### config.mk
export PLATFORM = sky130hd
export DESIGN_NAME = dts_gate_ctrl
export DESIGN_NICKNAME = d
export VERILOG_FILES = /design/src/rtl/dts_pkg.sv /design/src/rtl/dts_fault_latch.sv /design/src/rtl/dts_input_map.sv /design/src/rtl/dts_leg.sv /design/src/rtl/dts_gate_ctrl.sv
export SDC_FILE = /design/constraint.sdc
export NUM_CORES = 1
export LEC_CHECK = 0
export BUFFER_PORTS_ARGS = -buffer_cell sky130_fd_sc_hd__buf_2
export CELL_PAD_IN_SITES_DETAIL_PLACEMENT = 0
export CELL_PAD_IN_SITES_GLOBAL_PLACEMENT = 1
export CORE_ASPECT_RATIO = 1.5
export CORE_MARGIN = 8
export CORE_UTILIZATION = 40
export DETAILED_ROUTE_END_ITERATION = 10
export PLACE_DENSITY = 0.8
export SLEW_MARGIN = 40
export SYNTH_ARGS = -nofsm -noshare
export SYNTH_HDL_FRONTEND = slang
export SYNTH_SLANG_ARGS = --single-unit
### constraint.sdc
create_clock -name clk -period 1.4 [get_ports clk]
set_input_delay 0.28 -clock clk [delete_from_list [all_inputs] [get_ports clk]]
set_output_delay 0.28 -clock clk [all_outputs]
set_load 0.005 [all_outputs]
### src/rtl/dts_pkg.sv
`timescale 1ns/1ps
package dts_pkg;

  // Requested state of one leg
  typedef enum logic [1:0] {
    SW_OFF  = 2'd0,
    SW_HIGH = 2'd1,
    SW_LOW  = 2'd2
  } sw_cmd_e;

endpackage

### src/rtl/dts_fault_latch.sv
`timescale 1ns/1ps
// Synchroniser chain plus sticky latch for each fault indication
module dts_fault_latch #(
  parameter int NFLT        = 3,
  parameter int SYNC_STAGES = 2
) (
  input  logic            clk,
  input  logic            rst,
  input  logic [NFLT-1:0] flt_i,
  output logic [NFLT-1:0] flt_lat_o
);

  logic [SYNC_STAGES-1:0][NFLT-1:0] sync_q;
  logic [NFLT-1:0]                  lat_q;

  always_ff @(posedge clk) begin
    if (rst) begin
      sync_q <= '0;
    end else begin
      sync_q[0] <= flt_i;
      for (int s = 1; s < SYNC_STAGES; s++) begin
        sync_q[s] <= sync_q[s-1];
      end
    end
  end

  // One latch per condition; only reset clears it
  for (genvar f = 0; f < NFLT; f++) begin : g_lat
    always_ff @(posedge clk) begin
      if (rst) begin
        lat_q[f] <= 1'b0;
      end else if (sync_q[SYNC_STAGES-1][f]) begin
        lat_q[f] <= 1'b1;
      end
    end
  end

  assign flt_lat_o = lat_q;

endmodule

### src/rtl/dts_input_map.sv
`timescale 1ns/1ps
// Mode capture, input registering, mode-dependent mapping and mute gating
module dts_input_map
  import dts_pkg::*;
#(
  parameter int NLEGS = 4
) (
  input  logic                      clk,
  input  logic                      rst,
  input  logic                      mode_i,
  input  logic [NLEGS-1:0]          pwm_i,
  input  logic                      mute_i,
  input  logic                      flt_any_i,
  output sw_cmd_e [NLEGS-1:0]       req_o,
  output logic                      mode_br_o
);

  function automatic logic [NLEGS-1:0] even_mask_f();
    logic [NLEGS-1:0] m;
    for (int i = 0; i < NLEGS; i++) begin
      m[i] = ((i % 2) == 0);
    end
    return m;
  endfunction

  localparam logic [NLEGS-1:0] BR_MASK = even_mask_f();

  logic             mode_q;
  logic [NLEGS-1:0] pwm_q;
  logic [NLEGS-1:0] pwm_p;
  logic             muted_q;
  logic [NLEGS-1:0] cmd_br;
  logic [NLEGS-1:0] cmd;
  logic [NLEGS-1:0] act_mask;
  logic             in_edge;
  logic             enable;

  // Mode follows the pin only while reset is held
  always_ff @(posedge clk) begin
    if (rst) begin
      mode_q <= mode_i;
    end
  end

  always_ff @(posedge clk) begin
    if (rst) begin
      pwm_q   <= '0;
      pwm_p   <= '0;
      muted_q <= 1'b0;
    end else begin
      pwm_q <= pwm_i;
      pwm_p <= pwm_q;
      // Mute state only moves on an input transition
      if (in_edge) begin
        muted_q <= mute_i;
      end
    end
  end

  // Bridged: even input drives the pair in opposite phase
  for (genvar g = 0; g < NLEGS; g++) begin : g_map
    if ((g % 2) == 0) begin : g_even
      assign cmd_br[g] = pwm_q[g];
    end else begin : g_odd
      assign cmd_br[g] = ~pwm_q[g-1];
    end
    assign req_o[g] = !enable ? SW_OFF : (cmd[g] ? SW_HIGH : SW_LOW);
  end

  always_comb begin
    cmd      = mode_q ? cmd_br : pwm_q;
    act_mask = mode_q ? BR_MASK : '1;
    in_edge  = |((pwm_q ^ pwm_p) & act_mask);
    enable   = !muted_q && !flt_any_i;
  end

  assign mode_br_o = mode_q;

endmodule

### src/rtl/dts_leg.sv
`timescale 1ns/1ps
// One output leg: nonoverlap interval with restart on every request change
module dts_leg
  import dts_pkg::*;
#(
  parameter int DT_CYC = 5
) (
  input  logic    clk,
  input  logic    rst,
  input  sw_cmd_e req_i,
  output logic    hs_o,
  output logic    ls_o
);

  localparam int CW = (DT_CYC < 2) ? 1 : $clog2(DT_CYC + 1);

  sw_cmd_e         tgt_q;
  sw_cmd_e         tgt_n;
  sw_cmd_e         drv_n;
  logic [CW-1:0]   cnt_q;
  logic [CW-1:0]   cnt_n;
  logic            hs_q;
  logic            ls_q;

  always_comb begin
    tgt_n = tgt_q;
    cnt_n = cnt_q;
    drv_n = hs_q ? SW_HIGH : (ls_q ? SW_LOW : SW_OFF);
    if (req_i != tgt_q) begin
      tgt_n = req_i;
      cnt_n = CW'(DT_CYC);
      drv_n = SW_OFF;
    end else if (cnt_q != '0) begin
      cnt_n = cnt_q - 1'b1;
      drv_n = (cnt_q == CW'(1)) ? tgt_q : SW_OFF;
    end
  end

  always_ff @(posedge clk) begin
    if (rst) begin
      tgt_q <= SW_OFF;
      cnt_q <= '0;
      hs_q  <= 1'b0;
      ls_q  <= 1'b0;
    end else begin
      tgt_q <= tgt_n;
      cnt_q <= cnt_n;
      hs_q  <= (drv_n == SW_HIGH);
      ls_q  <= (drv_n == SW_LOW);
    end
  end

  assign hs_o = hs_q;
  assign ls_o = ls_q;

endmodule

### src/rtl/dts_gate_ctrl.sv
`timescale 1ns/1ps
// Top: mode-configurable dead-time gate command controller
module dts_gate_ctrl #(
  parameter int NLEGS       = 4,
  parameter int NFLT        = 3,
  parameter int DT_CYC      = 5,
  parameter int SYNC_STAGES = 2
) (
  input  logic             clk,
  input  logic             rst,
  input  logic             mode_bridge_i,
  input  logic [NLEGS-1:0] pwm_i,
  input  logic             mute_i,
  input  logic [NFLT-1:0]  flt_i,
  output logic [NLEGS-1:0] hs_on_o,
  output logic [NLEGS-1:0] ls_on_o,
  output logic [NFLT-1:0]  flt_stat_o
);

  dts_pkg::sw_cmd_e [NLEGS-1:0] req;
  logic [NFLT-1:0]              flt_lat;
  logic                         mode_br;

  dts_fault_latch #(
    .NFLT        (NFLT),
    .SYNC_STAGES (SYNC_STAGES)
  ) u_flt (
    .clk       (clk),
    .rst       (rst),
    .flt_i     (flt_i),
    .flt_lat_o (flt_lat)
  );

  dts_input_map #(
    .NLEGS (NLEGS)
  ) u_map (
    .clk       (clk),
    .rst       (rst),
    .mode_i    (mode_bridge_i),
    .pwm_i     (pwm_i),
    .mute_i    (mute_i),
    .flt_any_i (|flt_lat),
    .req_o     (req),
    .mode_br_o (mode_br)
  );

  for (genvar g = 0; g < NLEGS; g++) begin : g_leg
    dts_leg #(
      .DT_CYC (DT_CYC)
    ) u_leg (
      .clk   (clk),
      .rst   (rst),
      .req_i (req[g]),
      .hs_o  (hs_on_o[g]),
      .ls_o  (ls_on_o[g])
    );
  end

  assign flt_stat_o = flt_lat;

endmodule

==> results.cfg <==
[run_status]
run_status = finished with violations
violations = setup timing

[global_route]
grt_pass1_vias = 1554
grt_max_degree = 17
grt_pass1_wl_microns = 6741
overflow = 0
track_usage = 0.1078
antenna_found_initial = 0

[placed_design]
gp_congestion = 0.7463
place.detailed.hpwl_microns = 2837
numPortBuffers = 21
dp_cells = 312

[critical_path]
critical_path_class = reg2reg
start_kind = flip-flop
end_kind = flip-flop
required_ns = 1.60
arrival_ns = 1.81
path_max_fanout = 3
ff2ff_setup_slack_ns = -0.21

[yosys]
synth_mux_area_frac = 0.02497
synth_compound_area_frac = 0.1225
synth_nets = 243
synth.distinct_cells = 34
ys.flop_type = dfxtp_1
yosys_warnings = 0
synth_xor_area_frac = 0.03329
syn_area_per_cell_sq_um = 9.566
synth_top_family_by_area = simple AND/OR/NAND/NOR gates
synth-seq-area-share = 0.4518
synth_edf_count = 1
ys_async_sr_fraction = 0
netlist_instances = 220
synth.cell_area_sq_um = 2105
ys_ff_latch = 47
yosys.area_share.adder = 0.07134
synth_simple_gate_area_frac = 0.2247

[power]
power_density_nw_per_um2 = 1309
leakage_uw = 0.001026
peakVddDrop_v = 0.0008481

[sta]
fin_crit_sh = 1.147
fin_skew_ns = 0.008972
hold_viol = 0
setup_viol = 18
finalWorstSetupSlack_ns = -0.2064
maxSlewHeadroom = 0.7334
slew_viol_final = 0
fin_tns_setup_ns = -1.497
grt_setup_unrepaired = yes
layout_min_cycle_time_ns = 1.606
fmaxAchievable_mhz = 622.5
tightest_slew_ns = 0.4000

[cells_and_area]
diodes = 0
nets = 276
area.growth.synth_to_final_pct = 23.72
mostFrequentLayoutCells = 44 x dfxtp_1, 21 x nor2b_1, 21 x nor2_1, 21 x buf_2, 18 x buf_4
drive_gt1_frac = 0.2717
stdcell_count = 322
final_common_cell = dfxtp_1

[clock_network]
clock_sinks = 47
ctsHoldBuffers = 0
cts-root-buf = clkbuf_8
clkSlewWorstSetupHoldPaths_ns = 0.09
insertion_delay_ns = 0.30
htreeDepth = 2
numCtsBuffers = 5
clock_path_buffers = 2
tritoncts = built

[die]
fp.dieW_microns = 75.23
io-pin-count = 22
core-area_sq_um = 5125
dieArea_sq_um = 7886
initial_core_util = 0.4106
die_y_microns = 104.8
rows = 32

[route]
drt_wl_total_microns = 4039
dr.pass1.iters = 4
via_count = 1589
vias_per_cell = 4.935
ant_nets = 0
drc = 0
drtIter0Drc = 67
wl_per_cell_microns = 12.54

[hold_path]
hp-class = in2reg

[job]
cap_violations = 0
==> through the flow <==
step           total power [uW]  hold WS, ns  setup WS (ns)  utilization  cell area (sq um)
2_1_floorplan              2078       0.3789        -0.1314            -               2121
3_3_place_gp               2270       0.4223        -0.2114       0.4583               2349
3_5_place_dp               2282       0.4242        -0.2753       0.4583               2349
4_1_cts                    3380       0.1557        -0.2059       0.4976               2550
5_1_grt                    3590       0.1525        -0.2758       0.5081               2604
6_report                   3409       0.1617        -0.2064       0.5081               2604
==> path summary, 6_finish.rpt <==
check	endpoint	depth (start not counted)	startpoint
setup / recovery	g_leg[0].u_leg.hs_o$_SDFF_PP0_	5	u_map.muted_q$_SDFFE_PP0P_
hold reg to reg	u_flt.flt_lat_o[0]$_SDFFE_PP0P_	2	u_flt.sync_q[3]$_SDFF_PP0_
setup reg to reg	g_leg[0].u_leg.hs_o$_SDFF_PP0_	5	u_map.muted_q$_SDFFE_PP0P_
hold / removal	u_map.mode_br_o$_DFFE_PP_	1	mode_bridge_i
==> cell type report <==
type	instances	area (sq um)
Clock buffer	6	82.58
Inverter	16	60.06
Multi-Input combinational cell	143	1144
Fill cell	534	2521
Sequential cell	47	953.4
Clock inverter	2	35.03
Timing Repair Buffer	40	244.0
Tap cell	68	85.08
==> cells by family after synthesis <==
group	after synthesis
compound gates	36
xor+xnor	8
fa+ha+maj	12
buf+inv	30
flops	47
mux	5
simple gates	82
==> cells in the mapped netlist, types with 3 or more instances <==
cell type,count,area [sq um]
nor3_1,3,15.01
xnor2_1,8,70.07
mux2i_1,3,30.03
nand2b_1,10,62.56
buf_4,8,60.06
clkbuf_1,3,11.26
nor2b_1,21,131.4
inv_1,16,60.06
nand2_1,7,26.28
a2111oi_0,4,35.03
dfxtp_1,46,920.9
o21ai_0,3,15.01
nor2_1,21,78.83
ha_1,12,150.1
a21oi_1,16,80.08
nand3b_1,8,60.06
nor4b_1,4,35.03
==> worst max-delay path, stage by stage (launching register included) <==
cell and delay, ns:
dfxtp_2 0.34, nor4_4 0.27, buf_4 0.18, mux2_4 0.31, o21a_4 0.22, a2111oi_4 0.18
==> what timing repair did <==
action	4_1_cts	5_1_grt
gates resized for setup	13	9
pin swaps	0	0
endpoints found under the setup margin	22	22
buffers inserted	2	0
==> routing by layer <==
metal	track usage	wire length, microns	vias to the layer above
met5	0	0	-
met4	0.04558	73	0
met3	0.03636	191	7
met2	0.1830	2037	24
met1	0.1156	1737	747
li1	-	-	811
==> flip-flops by register name, summed over array words and instances, names as in the netlist <==
| register | cells |
|---|---|
| u_flt.sync_q | 6 |
| g_leg.u_leg.cnt_q | 12 |
| g_leg.u_leg.tgt_q | 8 |
| u_map.muted_q | 1 |
| u_map.mode_br_o | 1 |
| u_map.pwm_q | 4 |
| g_leg.u_leg.hs_o | 4 |
| u_flt.flt_lat_o | 3 |
| u_map.pwm_p | 4 |
| g_leg.u_leg.ls_o | 4 |
==> report_power, final <==
group,switching [uW],leakage [uW],internal (uW)
sequential,95.0,0.000390,1450
clock,454,0.0000612,578
combinational,425,0.000575,404
(Power assumes the default switching activity.)
